File: src/rtl/pfq_pkg.sv
package pfq_pkg;

  // Per-cycle operation code shown on qStatus.
  typedef enum logic [1:0] {
    QS_IDLE  = 2'b00,
    QS_FIRST = 2'b01,
    QS_FLUSH = 2'b10,
    QS_NEXT  = 2'b11
  } qStatus_e;

  // Strobes from the control module to the datapath.
  typedef struct packed {
    logic wrOne;   // store low byte
    logic wrTwo;   // store low then high byte
    logic rdOne;   // retire head byte
    logic clear;   // reset both pointers
  } qStrobe_t;

endpackage

File: src/rtl/pfq_ctrl.sv
module pfq_ctrl
  import pfq_pkg::*;
#(
  parameter int DEPTH    = 6,
  parameter int REQ_FREE = 2,
  localparam int CNT_W   = $clog2(DEPTH + 1)
) (
  input  logic             clk,
  input  logic             rstN,
  input  logic             pushValid,
  input  logic             pushTwo,
  input  logic             popReq,
  input  logic             popFirst,
  input  logic             flush,
  output qStrobe_t         strobe,
  output logic [CNT_W-1:0] fillLevel,
  output logic             popValid,
  output logic             fetchReq,
  output logic [1:0]       qStatus
);

  localparam logic [CNT_W-1:0] DEPTH_C = CNT_W'(DEPTH);
  localparam logic [CNT_W-1:0] REQ_C   = CNT_W'(REQ_FREE);
  localparam logic [CNT_W-1:0] ONE_C   = CNT_W'(1);
  localparam logic [CNT_W-1:0] TWO_C   = CNT_W'(2);

  logic [CNT_W-1:0] countQ, countNext, freeSlots;
  qStatus_e         statusQ, statusNext;
  logic             pushOk, popOk;

  // Room is judged on the level at the start of the cycle.
  assign freeSlots = DEPTH_C - countQ;
  assign pushOk    = pushValid && (pushTwo ? (freeSlots >= TWO_C) : (freeSlots != '0));
  assign popOk     = popReq && (countQ != '0);

  always_comb begin
    strobe.clear = flush;
    strobe.wrOne = !flush && pushOk && !pushTwo;
    strobe.wrTwo = !flush && pushOk && pushTwo;
    strobe.rdOne = !flush && popOk;
  end

  always_comb begin
    if (flush) begin
      countNext = '0;
    end else begin
      countNext = countQ;
      if (strobe.wrOne) countNext = countNext + ONE_C;
      if (strobe.wrTwo) countNext = countNext + TWO_C;
      if (strobe.rdOne) countNext = countNext - ONE_C;
    end
  end

  always_comb begin
    if (flush)      statusNext = QS_FLUSH;
    else if (popOk) statusNext = popFirst ? QS_FIRST : QS_NEXT;
    else            statusNext = QS_IDLE;
  end

  always_ff @(posedge clk) begin
    if (!rstN) begin
      countQ  <= '0;
      statusQ <= QS_IDLE;
    end else begin
      countQ  <= countNext;
      statusQ <= statusNext;
    end
  end

  assign fillLevel = countQ;
  assign popValid  = (countQ != '0);
  assign fetchReq  = (freeSlots >= REQ_C);
  assign qStatus   = statusQ;

  AST_NO_OVERFLOW: assert property (@(posedge clk) disable iff (!rstN)
    countQ <= DEPTH_C);

  AST_FLUSH_EMPTY: assert property (@(posedge clk) disable iff (!rstN)
    flush |=> (countQ == '0) && (statusQ == QS_FLUSH));

  AST_POP_HAD_DATA: assert property (@(posedge clk) disable iff (!rstN)
    statusQ[0] |-> ($past(countQ) != '0));

  AST_IDLE_STATUS: assert property (@(posedge clk) disable iff (!rstN)
    (!flush && !popReq) |=> (statusQ == QS_IDLE));

  AST_LEVEL_HOLD: assert property (@(posedge clk) disable iff (!rstN)
    (!flush && !popReq && !pushValid) |=> $stable(countQ));

endmodule

File: src/rtl/pfq_datapath.sv
module pfq_datapath
  import pfq_pkg::*;
#(
  parameter int DEPTH  = 6,
  parameter int BYTE_W = 8,
  localparam int PTR_W = $clog2(DEPTH)
) (
  input  logic                clk,
  input  logic                rstN,
  input  qStrobe_t            strobe,
  input  logic [2*BYTE_W-1:0] pushData,
  output logic [BYTE_W-1:0]   popData
);

  localparam logic [PTR_W:0] DEPTH_W = (PTR_W + 1)'(DEPTH);

  logic [PTR_W-1:0]  wrPtrQ, rdPtrQ, wrPtrPlus1, wrPtrPlus2, rdPtrPlus1;
  logic [BYTE_W-1:0] slotQ [DEPTH];
  logic [BYTE_W-1:0] loByte, hiByte;

  // Advance a pointer by inc slots, wrapping at DEPTH.
  function automatic logic [PTR_W-1:0] bump(input logic [PTR_W-1:0] p,
                                            input logic [1:0] inc);
    logic [PTR_W:0] s;
    s = {1'b0, p} + (PTR_W + 1)'(inc);
    if (s >= DEPTH_W) s = s - DEPTH_W;
    return s[PTR_W-1:0];
  endfunction

  assign wrPtrPlus1 = bump(wrPtrQ, 2'd1);
  assign wrPtrPlus2 = bump(wrPtrQ, 2'd2);
  assign rdPtrPlus1 = bump(rdPtrQ, 2'd1);
  assign loByte     = pushData[BYTE_W-1:0];
  assign hiByte     = pushData[2*BYTE_W-1:BYTE_W];

  always_ff @(posedge clk) begin
    if (!rstN || strobe.clear) begin
      wrPtrQ <= '0;
      rdPtrQ <= '0;
    end else begin
      if (strobe.wrTwo)      wrPtrQ <= wrPtrPlus2;
      else if (strobe.wrOne) wrPtrQ <= wrPtrPlus1;
      if (strobe.rdOne)      rdPtrQ <= rdPtrPlus1;
    end
  end

  for (genvar g = 0; g < DEPTH; g++) begin : gSlot
    localparam logic [PTR_W-1:0] IDX = PTR_W'(g);
    always_ff @(posedge clk) begin
      if (!rstN) begin
        slotQ[g] <= '0;
      end else if ((strobe.wrOne || strobe.wrTwo) && wrPtrQ == IDX) begin
        slotQ[g] <= loByte;
      end else if (strobe.wrTwo && wrPtrPlus1 == IDX) begin
        slotQ[g] <= hiByte;
      end
    end
  end

  assign popData = slotQ[rdPtrQ];

  AST_PTR_RANGE: assert property (@(posedge clk) disable iff (!rstN)
    (wrPtrQ < DEPTH_W[PTR_W-1:0] || DEPTH == (1 << PTR_W)) &&
    (rdPtrQ < DEPTH_W[PTR_W-1:0] || DEPTH == (1 << PTR_W)));

  AST_CLEAR_ALIGNS: assert property (@(posedge clk) disable iff (!rstN)
    strobe.clear |=> (rdPtrQ == wrPtrQ));

endmodule

File: src/rtl/prefetch_queue.sv
module prefetch_queue
  import pfq_pkg::*;
#(
  parameter int DEPTH    = 6,
  parameter int BYTE_W   = 8,
  parameter int REQ_FREE = 2,
  localparam int LVL_W   = $clog2(DEPTH + 1)
) (
  input  logic                clk,
  input  logic                rstN,
  input  logic                pushValid,
  input  logic                pushTwo,
  input  logic [2*BYTE_W-1:0] pushData,
  input  logic                flush,
  input  logic                popReq,
  input  logic                popFirst,
  output logic                popValid,
  output logic [BYTE_W-1:0]   popData,
  output logic [LVL_W-1:0]    fillLevel,
  output logic                fetchReq,
  output logic [1:0]          qStatus
);

  qStrobe_t strobe;

  pfq_ctrl #(
    .DEPTH    (DEPTH),
    .REQ_FREE (REQ_FREE)
  ) i_ctrl (
    .clk       (clk),
    .rstN      (rstN),
    .pushValid (pushValid),
    .pushTwo   (pushTwo),
    .popReq    (popReq),
    .popFirst  (popFirst),
    .flush     (flush),
    .strobe    (strobe),
    .fillLevel (fillLevel),
    .popValid  (popValid),
    .fetchReq  (fetchReq),
    .qStatus   (qStatus)
  );

  pfq_datapath #(
    .DEPTH  (DEPTH),
    .BYTE_W (BYTE_W)
  ) i_dp (
    .clk      (clk),
    .rstN     (rstN),
    .strobe   (strobe),
    .pushData (pushData),
    .popData  (popData)
  );

endmodule

File: config.mk
export PLATFORM = sky130hd
export DESIGN_NAME = prefetch_queue
export DESIGN_NICKNAME = d
export VERILOG_FILES = /design/src/rtl/pfq_pkg.sv /design/src/rtl/pfq_ctrl.sv /design/src/rtl/pfq_datapath.sv /design/src/rtl/prefetch_queue.sv
export SDC_FILE = /design/constraint.sdc
export NUM_CORES = 1
export LEC_CHECK = 0
export BUFFER_PORTS_ARGS = -buffer_cell sky130_fd_sc_hd__buf_2
export CORE_ASPECT_RATIO = 1.75
export CORE_MARGIN = 2
export CORE_UTILIZATION = 55
export DETAILED_ROUTE_END_ITERATION = 8
export HOLD_SLACK_MARGIN = 0.08
export PLACE_DENSITY = 0.81
export SLEW_MARGIN = 40
export SYNTH_ARGS = -nofsm -noshare
export SYNTH_HDL_FRONTEND = slang
export SYNTH_SLANG_ARGS = --single-unit
File: constraint.sdc
create_clock -name clk -period 6.7 [get_ports clk]
set_input_delay 1.005 -clock clk [delete_from_list [all_inputs] [get_ports clk]]
set_output_delay 1.005 -clock clk [all_outputs]
set_load 0.01 [all_outputs]
Word-level counts from Yosys, hierarchy flattened
Memories as Yosys holds them, arrays and structs flattened. A register that Yosys moved wholly into a read port is not among the register bits.
Cells that the tools add are included.
{"block": "word_totals", "regBits": 11, "latchBits": 0, "mem_bits_rw": 48, "romBits": 0, "output_inout_bits": 15, "elab_cells": 145, "n_memories": 1}
{"block": "op_classes", "n_addsub": 10, "mul": 0, "div_mod_pow": 0, "order_cmp": 4, "eq_ne": 10, "shift": 0, "muxes": 71, "n_bitwise": 14, "reduce_logical": 30}
{"name": "i_dp.slotQ", "words": 6, "width": 8, "read_ports": 1, "rd_clocked_by_memory_dff": 1, "write_ports": 6, "line_no": "pfq_datapath.sv:18", "source": "logic [BYTE_W-1:0] slotQ [DEPTH];"}
{"op": "8-bit 2-to-1 mux", "count": 12}
{"op": "1-bit 2-to-1 mux", "count": 44}
{"op": "3-bit 2-to-1 mux", "count": 12}
{"op": "1-bit logical AND", "count": 18}
{"op": "3-bit by 2-bit == test with 1-bit output, second input constant", "count": 4}
{"op": "3-bit == test, second input constant", "count": 4}
{"op": "4-bit by 3-bit >= comparator with 1-bit output, second input constant", "count": 3}
{"op": "1-bit OR", "count": 12}
{"op": "3-bit subtractor, second input constant", "count": 3}
{"op": "3-bit by 1-bit adder with 4-bit output, second input constant", "count": 2}
{"op": "3-bit by 1-bit == test with 1-bit output, second input constant", "count": 2}
{"op": "3-bit zero test", "count": 2}
{"op": "2-bit 2-to-1 mux", "count": 3}
{"op": "3-bit nonzero test", "count": 2}
{"op": "3-bit by 2-bit adder with 4-bit output, second input constant", "count": 1}
{"op": "3-bit by 1-bit adder with 3-bit output, second input constant", "count": 1}
{"op": "3-bit by 2-bit adder with 3-bit output, second input constant", "count": 1}
{"op": "3-bit by 2-bit >= comparator with 1-bit output, second input constant", "count": 1}
{"op": "1-bit zero test", "count": 3}
{"op": "3-bit OR reduction", "count": 1}
{"op": "3-bit by 1-bit subtractor with 3-bit output, second input constant", "count": 1}
{"op": "3-bit subtractor, first input constant", "count": 1}
{"op": "1-bit logical OR", "count": 2}
{"op": "1-bit NOT", "count": 2}
{"op": "other kinds (2)", "count": 2}

Longest topological paths before layout
Gate-level depths: netlist (run 1).
{"block": "depth", "ltp_word": 13, "ltp_mapped": 11, "mapped_depth_nobuf": 10}

By module
Synthesis (run 1) repeated with hierarchy kept, for this count alone.
{"block": "hier_totals", "hier_cells": 329, "area_unflattened_um2": 3687.3}
{"mod": "pfq_datapath", "n_inst": 1, "cells_each": 284, "area_per_inst_um2": 3288.2, "seq_area_each_um2": 1621.6}
{"mod": "pfq_ctrl", "n_inst": 1, "cells_each": 45, "area_per_inst_um2": 399.1, "seq_area_each_um2": 100.1}

Least setup slack after synthesis (run 1)
OpenSTA, ideal clock, no wires.
{"block": "synth_path", "path_kind": "in2reg", "from": "in pushTwo", "to": "reg i_ctrl.countQ[2], in the netlist i_ctrl.fillLevel[2]", "t_arrival_ps": 2850, "required_ps": 6628, "path_slack_ps": 3778, "stages": 9, "path_cell_list": "buf_2 > nand3b_1 > a211oi_2 > or4_4 > ha_1 > nand3b_1 > mux2i_1 > xnor2_1 > mux2i_1"}
{"block": "synth_via", "elab_chain_cells": 11}
{"element": "start: declaration", "line_no": "prefetch_queue.sv:12", "source": "input logic pushTwo,"}
{"element": "1-bit 2-to-1 mux", "line_no": "pfq_ctrl.sv:33", "source": "assign pushOk = pushValid && (pushTwo ? (freeSlots >= TWO_C) : (freeSlots != '0));"}
{"element": "1-bit logical AND", "line_no": "pfq_ctrl.sv:33"}
{"element": "1-bit logical AND", "line_no": "pfq_ctrl.sv:38, pfq_ctrl.sv:39"}
{"element": "1-bit logical AND", "line_no": "pfq_ctrl.sv:38", "source": "strobe.wrOne = !flush && pushOk && !pushTwo;"}
{"element": "3-bit 2-to-1 mux", "line_no": "pfq_ctrl.sv:48", "source": "if (strobe.wrOne) countNext = countNext + ONE_C;"}
{"element": "3-bit 2-to-1 mux", "line_no": "pfq_ctrl.sv:44", "source": "if (flush) begin"}
{"element": "3-bit by 2-bit adder with 3-bit output", "line_no": "pfq_ctrl.sv:49", "source": "if (strobe.wrTwo) countNext = countNext + TWO_C;"}
{"element": "3-bit 2-to-1 mux (*)", "line_no": "pfq_ctrl.sv:49"}
{"element": "3-bit 2-to-1 mux (*)", "line_no": "pfq_ctrl.sv:44"}
{"element": "3-bit by 1-bit subtractor with 3-bit output", "line_no": "pfq_ctrl.sv:50", "source": "if (strobe.rdOne) countNext = countNext - ONE_C;"}
{"element": "3-bit 2-to-1 mux (*)", "line_no": "pfq_ctrl.sv:50"}
{"element": "end signal: assignment", "line_no": "pfq_ctrl.sv:65", "source": "countQ <= countNext;"}
{"element": "end: declaration", "line_no": "pfq_ctrl.sv:27", "source": "logic [CNT_W-1:0] countQ, countNext, freeSlots;"}
Mark *: on every way between the ends. The rest lies on a longest branch, timed or not. The select of a mux whose other input is x is not followed.
A chain may end at the register's enable or synchronous reset.

==> flow_metrics.env, run 1 <==
export IMPL_slew_viol_final=0
export IMPL_fin_util=0.649
export IMPL_die_area_um2=7880
export IMPL_core_area_um2=6910
export IMPL_vias=3208
export IMPL_cp_arrival_ns=3.31
export IMPL_yosysSeqAreaShare=0.437
export IMPL_max_stage_delay_ns=0.64
export IMPL_synth_async_reset_ratio=0
export IMPL_r2r_start="i_ctrl.fillLevel[1]$_SDFF_PP0_"
export IMPL_total_leakage_power_nw=1.74
export IMPL_ir_drop_uv=118
export IMPL_syn_area_um2=3940
export IMPL_synthXorXnorAreaFrac=0.0261
export IMPL_ctsHoldBuffers=0
export IMPL_grt_max_degree=23
export IMPL_initial_utilization=0.570
export IMPL_post_cts_buffers=0
export IMPL_fmax_mhz=297
export IMPL_wirelength_um=10500
export IMPL_io_buffers=37
export IMPL_antenna_left=0
export IMPL_cts_sinks=62
export IMPL_postSynthAreaPerCell_um2=11.0
export IMPL_worst_path_buf_inv=2
export IMPL_dpl_cell_area_um2=4160
export IMPL_synth_top_family_by_area="multiplexers"
export IMPL_hold_class="flop to flop"
export IMPL_syn_to_final_growth_pct=13.9
export IMPL_final_common_cell="edfxtp_1"
export IMPL_pre_cts_slack_ns=3.17
export IMPL_crit_family="simple AND/OR/NAND/NOR gates"
export IMPL_path_cells="inv_1, ha_1, nor2b_1, mux2i_1, buf_4, o2111ai_1, nand3_1"
export IMPL_synth_edf_count=48
export IMPL_die_height_um=116
export IMPL_finalClockSkew_ns=0.00382
export IMPL_setup_slack_ns=3.34
export IMPL_setup_violations=0
export IMPL_cts_root_buf="clkbuf_16"
export IMPL_endpoint_kind="flop"
export IMPL_dp_cells=458
export IMPL_grt_pass1_vias=3199
export IMPL_synthMuxAreaShare=0.155
export IMPL_layout_common_cells="edfxtp_1, mux2i_1, nand3_1, buf_2, nand2_1"
export IMPL_synth_compound_area_frac=0.151
export IMPL_yosys_register_bits=62
export IMPL_hold_viol=0
export IMPL_grt_pass1_wl_um=16500
export IMPL_grt_usage=0.296
export IMPL_drv_cap=0
export IMPL_drive_above_1_share=0.197
export IMPL_yosys_area_share_simple=0.140
export IMPL_seq_area_um2=1720
export IMPL_synth_fp_nets=397
export IMPL_critPathKind="flop to flop"
export IMPL_ys_flop_type="edfxtp_1"
export IMPL_pin_count=38
export IMPL_synthCells=359
export IMPL_power_density_nw_per_um2=226
export IMPL_rows=40
export IMPL_worstHoldStart="i_dp.rdPtrQ[1]$_SDFFE_PP0P_"
export IMPL_avgRoutedWirePerCell_um=22.2
export IMPL_clock_path_buffers=2
export IMPL_overflow=0
export IMPL_multi_input_area_um2=2060
export IMPL_postCtsResizedCells=0
export IMPL_routabilityCongestion=0.907
export IMPL_clk_pin_slew_ns=0.05
export IMPL_dpl_hpwl_um=7560
export IMPL_r2r_slack_ns=3.34
export IMPL_max_slew_worst_pin_slew_ns=0.792
export IMPL_drc=0
export IMPL_num_antenna_cells=0
export IMPL_critPathLaunchType="flop"
export IMPL_design_area_um2=4480
export IMPL_slew_headroom=0.471
export IMPL_antenna_found_initial=0
export IMPL_worstRegToRegCells=7
export IMPL_min_period_ns=3.36
export IMPL_cts_buffers=9
export IMPL_min_path_cells=2
export IMPL_finalSetupTns_ns=0
export IMPL_ys_warn_count=0
export IMPL_period_share=0.502
export IMPL_worstPathRequired_ns=6.64
export IMPL_fillers=524
export IMPL_cts_tree="done"
export IMPL_fin_nets=423
export IMPL_h_tree_depth=3
export IMPL_clkLatencyLatePin_ns=0.33
export IMPL_crit_slowest_cell="nor2b_1"
export IMPL_drtIter0Drc=308
export IMPL_r2r_end="i_dp.slotQ[5][1]$_DFFE_PP_"
export IMPL_die_w_um=68.0
export IMPL_crit_fanout=17
export IMPL_synth_cell_types=51
export IMPL_status="completed"
export IMPL_finalNonFillerCells=474
export IMPL_dr_pass1_iters=5
export IMPL_via_per_inst=6.77
export IMPL_synth_adder_area_share=0.0477
export IMPL_rsz0062_at_grt="no"
where the power goes:
| group | internal [mW] | switching (mW) |
|---|---|---|
| sequential | 0.430 | 0.00663 |
| combinational | 0.0362 | 0.0665 |
| clock | 0.313 | 0.158 |
| total | 0.780 | 0.232 |
per-layer routing:
layer / track usage / vias up / wire length [um]
li1: - / 1425 / -
met1: 0.305 / 1532 / 3400
met2: 0.506 / 188 / 5670
met3: 0.0466 / 63 / 607
met4: 0.245 / 0 / 843
met5: 0 / - / 0
logic make-up after synthesis:
| logic type | after synthesis |
|---|---|
| compound gates | 72 |
| xor+xnor | 8 |
| fa+ha+maj | 15 |
| buf+inv | 42 |
| flops | 62 |
| mux | 51 |
| simple gates | 109 |
through the flow:
step | hold WS [ns] | total power, mW
2_1_floorplan | 0.476 | 0.505
3_3_place_gp | 0.504 | 0.540
3_5_place_dp | 0.518 | 0.544
4_1_cts | 0.527 | 1.01
5_1_grt | 0.587 | 1.04
6_report | 0.536 | 1.01
flip-flops by register name, indices dropped and copies added (netlist names), named ones only:
signal	count
i_ctrl.fillLevel	3
i_ctrl.qStatus	2
i_dp.rdPtrQ	3
i_dp.slotQ	48
i_dp.wrPtrQ	3
worst min-delay path: stages, from the launching register on:
cell and delay (ns):
dfxtp_1 0.34, nand2_1 0.07, a21oi_1 0.07
synth_stat cells, drive strengths merged (2+ instances only):
library cell | number | share of area
or3 | 2 | 0.0032
o31ai | 8 | 0.015
a311o | 2 | 0.0051
a2bb2o | 7 | 0.018
dfxtp | 14 | 0.071
buf | 12 | 0.015
mux2i | 43 | 0.11
a211oi | 4 | 0.011
nor2b | 5 | 0.0079
edfxtp | 48 | 0.37
xor2 | 3 | 0.011
inv | 16 | 0.015
a211o | 3 | 0.0067
and3 | 2 | 0.0032
xnor2 | 4 | 0.0089
nor2 | 19 | 0.018
a21o | 3 | 0.0057
and2 | 3 | 0.0048
nand2b | 6 | 0.0095
o2bb2ai | 3 | 0.0067
mux4 | 8 | 0.046
or3b | 2 | 0.0045
nand3b | 4 | 0.0076
o2111ai | 11 | 0.024
clkbuf | 14 | 0.013
o21ai | 6 | 0.0076
o2111a | 3 | 0.0086
nand3 | 37 | 0.047
ha | 15 | 0.048
a2111oi | 2 | 0.0092
a21oi | 12 | 0.015
nand2 | 23 | 0.022
nand4 | 2 | 0.0032
worst max-delay path by stage:
stage	startpoint	end	depth (start not counted)
2_1_floorplan	pushTwo	i_ctrl.fillLevel[2]$_SDFF_PP0_	9
5_1_grt	i_ctrl.fillLevel[1]$_SDFF_PP0_	i_dp.slotQ[5][3]$_DFFE_PP_	7
3_3_place_gp	flush	i_dp.slotQ[4][2]$_SDFFCE_PN0P_	4
3_5_place_dp	flush	i_dp.slotQ[3][0]$_DFFE_PP_	5
4_1_cts	i_ctrl.fillLevel[1]$_SDFF_PP0_	i_dp.slotQ[5][1]$_DFFE_PP_	7
6_report	i_ctrl.fillLevel[1]$_SDFF_PP0_	i_dp.slotQ[5][1]$_DFFE_PP_	7
final cells by class:
cell class              instances  area share
inverters                      16      0.0134
clock inverters                 1     0.00167
flip-flops and latches         62       0.384
multi-input cells             255       0.461
well taps                      84      0.0234
repair buffers                 41      0.0480
clock buffers                  15      0.0689
Note: power is estimated with default switching activity, not from simulation.
==> inputs of run 2 (changes only) <==
- clock period: 6.7 -> 3.35 ns (I/O delays scaled with it)
==> flow_metrics.env, run 2 (same netlist as run 1, synthesis figures left out) <==
export IMPL_ir_drop_uv=264
export IMPL_clock_path_buffers=2
export IMPL_worstPathRequired_ns=3.61
export IMPL_total_leakage_power_nw=1.79
export IMPL_drive_above_1_share=0.216
export IMPL_setup_violations=0
export IMPL_post_cts_buffers=0
export IMPL_wirelength_um=10500
export IMPL_overflow=0
export IMPL_drc=0
export IMPL_num_antenna_cells=0
export IMPL_cts_tree="done"
export IMPL_ctsHoldBuffers=0
export IMPL_min_period_ns=2.81
export IMPL_die_w_um=68.0
export IMPL_clk_pin_slew_ns=0.05
export IMPL_drtIter0Drc=348
export IMPL_grt_pass1_vias=3196
export IMPL_fmax_mhz=356
export IMPL_fin_total_pwr_mw=1.99
export IMPL_fin_nets=436
export IMPL_dpl_cell_area_um2=4240
export IMPL_slew_headroom=0.538
export IMPL_die_area_um2=7880
export IMPL_fillers=526
export IMPL_antenna_left=0
export IMPL_dpl_hpwl_um=7730
export IMPL_fin_util=0.657
export IMPL_antenna_found_initial=0
export IMPL_hold_class="primary input to flop"
export IMPL_grt_max_degree=22
export IMPL_drv_cap=0
export IMPL_avgRoutedWirePerCell_um=21.5
export IMPL_rows=40
export IMPL_power_density_nw_per_um2=438
export IMPL_initial_utilization=0.570
export IMPL_routabilityCongestion=0.917
export IMPL_dr_pass1_iters=6
export IMPL_via_per_inst=6.51
export IMPL_finalSetupTns_ns=0
export IMPL_grt_usage=0.289
export IMPL_core_area_um2=6910
export IMPL_endpoint_kind="flop"
export IMPL_crit_fanout=10
export IMPL_cp_arrival_ns=3.07
export IMPL_postCtsResizedCells=0
export IMPL_cts_root_buf="clkbuf_16"
export IMPL_period_share=0.838
export IMPL_max_slew_worst_pin_slew_ns=0.689
export IMPL_clkLatencyLatePin_ns=0.33
export IMPL_largest_reg_flops=48
export IMPL_largest_register="i_dp.slotQ"
export IMPL_cts_buffers=9
export IMPL_die_height_um=116
export IMPL_grt_pass1_wl_um=16300
export IMPL_slew_viol_final=0
export IMPL_hold_viol=0
export IMPL_pin_count=38
export IMPL_h_tree_depth=3
export IMPL_cts_sinks=62
export IMPL_vias=3171
export IMPL_layout_common_cells="edfxtp_1, mux2i_1, nand3_1, buf_2, nand2_1"
export IMPL_whs_ns=0.472
export IMPL_status="completed"
export IMPL_rsz0062_at_grt="no"
export IMPL_io_buffers=37
export IMPL_syn_to_final_growth_pct=15.2
export IMPL_final_common_cell="edfxtp_1"
export IMPL_critPathKind="flop to flop"
export IMPL_finalClockSkew_ns=0.00504
export IMPL_design_area_um2=4530
export IMPL_critPathLaunchType="flop"
run 2: final timing paths:
path         cells past startpoint                        endpoint                            from  slack [ns]
max reg2reg                      9  i_ctrl.fillLevel[2]$_SDFF_PP0_  i_ctrl.fillLevel[1]$_SDFF_PP0_        0.54
min                              3    i_ctrl.qStatus[1]$_SDFF_PN0_                        popFirst        0.47
min reg2reg                      2     i_dp.rdPtrQ[1]$_SDFFE_PP0P_     i_dp.rdPtrQ[1]$_SDFFE_PP0P_        0.53
max                              9  i_ctrl.fillLevel[2]$_SDFF_PP0_  i_ctrl.fillLevel[1]$_SDFF_PP0_        0.54
run 2: where the power goes:
group	leakage, nW	switching, mW	total, mW	internal [mW]
clock	0.143	0.328	0.902	0.573
sequential	0.613	0.0152	0.876	0.860
combinational	1.03	0.131	0.208	0.0775
run 2: routing by layer:
layer	vias to the layer above	GRT usage	part of all wire
met5	-	0	0
met4	0	0.225	0.085
met3	70	0.0505	0.050
met2	160	0.520	0.55
met1	1493	0.275	0.31
li1	1448	-	-
run 2: stage by stage:
step | std cells | setup slack (ns)
3_5_place_dp | 470 | 0.542
4_1_cts | 486 | 0.530
2_1_floorplan | 359 | 0.668
3_3_place_gp | 470 | 0.628
5_1_grt | 487 | 0.377
6_report | 487 | 0.541
run 2: cell type report:
cell class	instances	area, um2	area share
clock buffers	10	229	0.0505
repair buffers	54	313	0.0690
clock inverters	6	61.3	0.0135
multi-input cells	255	2040	0.451
inverters	16	60.1	0.0132
well taps	84	105	0.0232
flip-flops and latches	62	1720	0.380
run 2: worst max-delay path, stage by stage, from the launching register on:
cell and delay (ns):
dfxtp_1 0.43, ha_1 0.38, xor2_4 0.34, a211oi_2 0.15, or4_4 0.57, ha_1 0.22, nand3b_1 0.09, mux2i_1 0.22
xnor2_1 0.15, mux2i_1 0.19
